===== config.mk =====
export PLATFORM = sky130hd
export DESIGN_NAME = sclk_idle_pm
export DESIGN_NICKNAME = d
export VERILOG_FILES = /design/src/rtl/sclk_idle_pm_pkg.sv /design/src/rtl/sclk_pin_sync.sv /design/src/rtl/level_run_timer.sv /design/src/rtl/pm_mode_fsm.sv /design/src/rtl/settle_window.sv /design/src/rtl/sclk_idle_pm.sv
export SDC_FILE = /design/constraint.sdc
export NUM_CORES = 1
export LEC_CHECK = 0
export ABC_AREA = 1
export CAP_MARGIN = 15
export CORE_MARGIN = 2
export CORE_UTILIZATION = 45
export DETAILED_ROUTE_END_ITERATION = 7
export MAX_ROUTING_LAYER = met4
export PLACE_DENSITY = 0.66
export SYNTH_ARGS = -nofsm -noshare
export SYNTH_HDL_FRONTEND = slang
export SYNTH_SLANG_ARGS = --single-unit

===== constraint.sdc =====
create_clock -name clk -period 2.13 [get_ports clk]
set_clock_uncertainty 0.1 [all_clocks]
set_input_delay 0.3195 -clock clk [delete_from_list [all_inputs] [get_ports clk]]
set_output_delay 0.3195 -clock clk [all_outputs]
set_load 0.1 [all_outputs]

===== src/rtl/sclk_idle_pm_pkg.sv =====
package sclk_idle_pm_pkg;

  typedef enum logic [1:0] {
    PM_NORMAL = 2'd0,
    PM_SLEEP  = 2'd1,
    PM_WAKE   = 2'd2
  } pm_state_e;

  // True once a level seen with run count 'run' has been sampled 'ticks' times.
  function automatic logic held_for(input logic [31:0] run, input logic [31:0] ticks);
    return (run + 32'd1) >= ticks;
  endfunction

  // Next value of a down counter that stops at zero.
  function automatic logic [31:0] dec_floor(input logic [31:0] v);
    return (v == 32'd0) ? 32'd0 : v - 32'd1;
  endfunction

endpackage


===== src/rtl/sclk_pin_sync.sv =====
module sclk_pin_sync #(
  parameter int unsigned STAGES  = 2,
  parameter logic        RST_VAL = 1'b0
) (
  input  logic clk,
  input  logic rst_n,
  input  logic pin_i,
  output logic lvl_o
);
  logic [STAGES-1:0] sh_q;

  always_ff @(posedge clk or negedge rst_n) begin
    if (!rst_n) sh_q <= {STAGES{RST_VAL}};
    else        sh_q <= {sh_q[STAGES-2:0], pin_i};
  end

  assign lvl_o = sh_q[STAGES-1];
endmodule


===== src/rtl/level_run_timer.sv =====
module level_run_timer #(
  parameter int unsigned LIMIT = 40,
  localparam int unsigned W    = $clog2(LIMIT + 1)
) (
  input  logic         clk,
  input  logic         rst_n,
  input  logic         lvl_i,
  output logic         lvl_o,
  output logic [W-1:0] run_o
);
  localparam logic [W-1:0] LIM_W = W'(LIMIT);

  logic         lvl_q;
  logic [W-1:0] run_q;
  logic         lvl_change;

  assign lvl_change = (lvl_i != lvl_q);

  // Any level change restarts the run; otherwise count up and saturate.
  always_ff @(posedge clk or negedge rst_n) begin
    if (!rst_n) begin
      lvl_q <= 1'b0;
      run_q <= '0;
    end else if (lvl_change) begin
      lvl_q <= lvl_i;
      run_q <= '0;
    end else if (run_q != LIM_W) begin
      run_q <= run_q + 1'b1;
    end
  end

  assign lvl_o = lvl_q;
  assign run_o = run_q;
endmodule


===== src/rtl/pm_mode_fsm.sv =====
module pm_mode_fsm
  import sclk_idle_pm_pkg::*;
#(
  parameter int unsigned SLEEP_TICKS = 40,
  parameter int unsigned WAKE_TICKS  = 6,
  parameter int unsigned RST_CYCLES  = 3,
  parameter int unsigned RUN_W       = 6,
  localparam int unsigned RCW        = $clog2(RST_CYCLES + 1)
) (
  input  logic             clk,
  input  logic             rst_n,
  input  logic             lvl_i,
  input  logic [RUN_W-1:0] run_i,
  output logic             wake_evt_o,
  output logic             sleep_o,
  output logic             logic_rst_o
);
  localparam logic [RCW-1:0] RC_LAST = RCW'(RST_CYCLES - 1);

  pm_state_e      state_q, state_d;
  logic [RCW-1:0] rc_q;
  logic           high_long, low_long;

  assign high_long = lvl_i  && held_for(32'(run_i), SLEEP_TICKS);
  assign low_long  = !lvl_i && held_for(32'(run_i), WAKE_TICKS);

  always_comb begin
    state_d    = state_q;
    wake_evt_o = 1'b0;
    unique case (state_q)
      PM_NORMAL: if (high_long) state_d = PM_SLEEP;
      PM_SLEEP: begin
        if (low_long) begin
          state_d    = PM_WAKE;
          wake_evt_o = 1'b1;
        end
      end
      PM_WAKE:   if (rc_q == RC_LAST) state_d = PM_NORMAL;
      default:   state_d = PM_NORMAL;
    endcase
  end

  always_ff @(posedge clk or negedge rst_n) begin
    if (!rst_n) begin
      state_q <= PM_NORMAL;
      rc_q    <= '0;
    end else begin
      state_q <= state_d;
      rc_q    <= (state_q == PM_WAKE) ? rc_q + 1'b1 : '0;
    end
  end

  assign sleep_o     = (state_q == PM_SLEEP);
  assign logic_rst_o = (state_q == PM_WAKE);
endmodule


===== src/rtl/settle_window.sv =====
module settle_window
  import sclk_idle_pm_pkg::*;
#(
  parameter int unsigned N_UNSETTLED = 3,
  localparam int unsigned CW         = $clog2(N_UNSETTLED + 1)
) (
  input  logic clk,
  input  logic rst_n,
  input  logic wake_evt_i,
  input  logic hold_i,
  input  logic conv_done_i,
  output logic unsettled_o
);
  logic [CW-1:0] left_q;
  logic [31:0]   left_dec;
  logic          count_evt;

  // A conversion counts only outside reset/sleep; a wake load wins over it.
  assign count_evt = conv_done_i && !hold_i;
  assign left_dec  = dec_floor(32'(left_q));

  always_ff @(posedge clk or negedge rst_n) begin
    if (!rst_n)          left_q <= '0;
    else if (wake_evt_i) left_q <= CW'(N_UNSETTLED);
    else if (count_evt)  left_q <= left_dec[CW-1:0];
  end

  assign unsettled_o = (left_q != '0);
endmodule


===== src/rtl/sclk_idle_pm.sv =====
module sclk_idle_pm #(
  parameter int unsigned SYNC_STAGES = 2,
  parameter int unsigned SLEEP_TICKS = 40,
  parameter int unsigned WAKE_TICKS  = 6,
  parameter int unsigned RST_CYCLES  = 3,
  parameter int unsigned N_UNSETTLED = 3
) (
  input  logic clk,
  input  logic rst_n,
  input  logic sclk_pin,
  input  logic csn_pin,
  input  logic conv_done,
  output logic sleep_o,
  output logic logic_rst_o,
  output logic unsettled_o,
  output logic sdo_oe_o
);
  localparam int unsigned RUN_LIM = (SLEEP_TICKS > WAKE_TICKS) ? SLEEP_TICKS : WAKE_TICKS;
  localparam int unsigned RUN_W   = $clog2(RUN_LIM + 1);

  logic             sclk_sync;
  logic             sclk_lvl;
  logic [RUN_W-1:0] run_cnt;
  logic             wake_evt;
  logic             settle_hold;

  sclk_pin_sync #(.STAGES(SYNC_STAGES), .RST_VAL(1'b0)) u_sync (
    .clk(clk), .rst_n(rst_n), .pin_i(sclk_pin), .lvl_o(sclk_sync)
  );

  level_run_timer #(.LIMIT(RUN_LIM)) u_timer (
    .clk(clk), .rst_n(rst_n), .lvl_i(sclk_sync), .lvl_o(sclk_lvl), .run_o(run_cnt)
  );

  pm_mode_fsm #(
    .SLEEP_TICKS(SLEEP_TICKS), .WAKE_TICKS(WAKE_TICKS),
    .RST_CYCLES(RST_CYCLES), .RUN_W(RUN_W)
  ) u_fsm (
    .clk(clk), .rst_n(rst_n), .lvl_i(sclk_lvl), .run_i(run_cnt),
    .wake_evt_o(wake_evt), .sleep_o(sleep_o), .logic_rst_o(logic_rst_o)
  );

  assign settle_hold = logic_rst_o || sleep_o;

  settle_window #(.N_UNSETTLED(N_UNSETTLED)) u_settle (
    .clk(clk), .rst_n(rst_n), .wake_evt_i(wake_evt), .hold_i(settle_hold),
    .conv_done_i(conv_done), .unsettled_o(unsettled_o)
  );

  // Pad enable follows chip select directly, in every power mode.
  assign sdo_oe_o = !csn_pin;
endmodule


==> run metrics <==
status=finished clean; largest cells by area after synthesis=dfrtp_1, nand2_1, ha_1; worst hold path type=reg -> reg; net count after synthesis=between 100 and 150; Yosys reg bits=15; clock slew at reported path FFs=around 0.08 ns; final hold violation count=0; setup repair bufs after CTS=0; minimum clock period=roughly 1.7 ns; slowest CP cell=dfrtp_1; initial antenna violation count=0; multiplexer share of the synthesized area=0%; CP top delay family=flip-flops; routed wire length per instance=9.77 um; Logic pwr share=about 16%; r2r setup slk=between 0.4 and 0.5 ns; post-place setup slack=0.447 ns; Port Buf Inserts=8; GRT Overall Usage=between 10% and 20%; Worst Tran Pin Value=between 0.6 and 0.7 ns; sequential element share of the synthesized area=between 40% and 50%; root buf cell=clkbuf_4; Clock Sinks=15; Die Wd=approximately 47 um; Starting Density=between 40% and 50%; post-DR vias/cell=4.65; Post-Synth Adder-Cell Area=11.8%; routed wire length=between 1000 and 1500 um; layout cell share with drive strength beyond 1=roughly 12%; switching fraction of total power=27.1%; cell taking the most area after synthesis=dfrtp_1; YS warnings=0; Synth Area in XOR/XNOR=roughly 1.0%; CP Buf/Inv Count=2; first-pass GRT wire length=2380 um; Slew Limit Headroom=between 50% and 60%; fin crit share=between 80% and 90%; GPL Wtd Cong=~0.84; Skew-Pair Late Insertion Delay=roughly 0.28 ns; core area=roughly 0.0017 sq mm; Worst Path Required=1.71 ns; grt ovf=0; vias in the first global route=567; antenna cells=0; P&R area growth vs syn=17.7%; synthesized instance count=approximately 100; critical path class=reg -> out; Inst Count DP=between 100 and 150; post-route setup TNS=0 ns; Top Ports=9; site row count=15; Die ar.=around 0.0023 sq mm; Cell Chain, Critical Path=inv_1, ha_1, buf_12; Non-Filler Instances=between 100 and 150; Peak Freq=roughly 0.58 GHz; nets@finish=~130; Reg power frac=56.2%; Via Count=647; DRC Markers=0; PostCTS Resize Cnt=0; Core Util, Final=a little under three fifths; CTS tree=done; ys async rst share=100%; First-pass DRT Iterations=4; design area=approximately 1000 sq um; Critical Path Fanout Max=4; largest family of logic cells by synthesized area=simple AND/OR/NAND/NOR gates; Simple-Gate Fraction of Synth Area=30.5%; Int Power=approximately 0.00040 W; critical path arrival=around 1.3 ns; unrepaired setup endpoints after global routing=no; Slew Limit Fails=0; PD cells=between 500 and 600 mW/mm^2; top-area cell type share of the netlist area=about 44%; endpoints failing setup=0; post-synthesis cell area=between 800 and 900 sq um; LEAKAGE=0.521 nW; Hold Buf Count CTS=0; CP max stage delay=between 0.4 and 0.5 ns; Compound-Gate Fraction of Synth Area=2.80%; Max Root-Sink Buffers=2; CTS Buf Count=3; DRT antenna net count=0; Avg Inst Size Synth=~8 sq um; Synth cell types=18; 1st-iter DRT viols=11; Psw=between 0.00015 and 0.0002 W; DP HPWL=1080 um; CP Capture Type=primary output; clock share of power=28.1%; Die H=approximately 47 um; Max Cap Viol=0; commonest register cell after synthesis=dfrtp_1; DP Area=973 sq um; Post-synth top cells=nand2_1, inv_1, dfrtp_1, nor2_1, ha_1; Startpoint Class=register; most numerous cell in the Yosys netlist=nand2_1; post-route worst setup slack=0.406 ns; Peak VDD IR=~0.37 mV; Post-synth EDFFs=0; largest net degree at the start of global routing=16; H-tree depth=1
-- area by class of cell --
class                   count  area (sq um)
clock buffers               4          26.3
fillers                   169           746
inverters                  18          67.6
multi-input cells          69           392
flip-flops and latches     15           375
well taps                  25          31.3
repair buffers              8           108
-- final timing paths --
path | startpoint | end | depth (start not counted)
setup / recovery | u_fsm.state_q[1] | sleep_o | 3
hold / removal | u_sync.sh_q[0] | u_sync.sh_q[1] | 0
setup reg to reg | u_timer.run_o[0] | u_settle.left_q[0] | 10
hold reg to reg | u_sync.sh_q[0] | u_sync.sh_q[1] | 0
max in group asynchronous | rst_n | u_fsm.rc_q[1] | 1
min in group asynchronous | rst_n | u_fsm.state_q[0] | 1
-- placed cells by master (no fill, tap or decap) --
cell             count
nand2_1             27
clkbuf_4             3
clkbuf_1             1
o21bai_1             1
nand3_1              6
inv_1               18
buf_12               3
buf_4                1
or2_4                1
nor2_1              10
nand4_1              5
nand3_2              2
ha_1                 8
o22ai_1              1
dfrtp_1             15
clkdlybuf4s50_1      4
nor3_1               1
o21ai_0              2
xnor2_1              1
nand2_2              2
or2_2                2
-- cells by family after synthesis --
kind of cell | Yosys count
and+or+nand+nor | 56
buffers and inverters | 20
DFF | 15
adders and majority gates | 8
AOI/OAI and AO/OA | 4
xor gates and xnor gates | 1
-- layer usage --
layer	vias to the layer above	part of all wire (%)	track usage (%)	wire, um
met3	4	4.1	3.40	55
met5	-	0	-	0
met2	12	45	23.0	612
met4	0	1.9	8.33	26
li1	343	-	-	-
met1	288	49	21.1	664
-- registers in the layout, indices dropped and copies added (netlist names) --
| register | flops |
|---|---|
| u_sync.sh_q | 2 |
| u_fsm.state_q | 2 |
| u_settle.left_q | 2 |
| u_fsm.rc_q | 2 |
| u_timer.lvl_o | 1 |
| u_timer.run_o | 6 |
-- stage by stage --
stage / hold WS (ns) / power [W]
3_3_place_gp: 0.238 / 0.000404
5_1_grt: 0.271 / 0.000595
4_1_cts: 0.267 / 0.000567
3_5_place_dp: 0.247 / 0.000405
2_1_floorplan: -0.0761 / 0.000381
6_report: 0.264 / 0.000555
-- power by group through the flow --
stage | Clock, W | Sequential [W] | Combinational (W)
finish | 0.000156 | 0.000312 | 0.0000871
global route | 0.000177 | 0.000315 | 0.000103
CTS | 0.000166 | 0.000312 | 0.0000885
detailed placement | 0 | 0.000317 | 0.0000879
global placement | 0 | 0.000316 | 0.0000874
floorplan | 0 | 0.000312 | 0.0000695
Power figures use the tool's default switching activity.
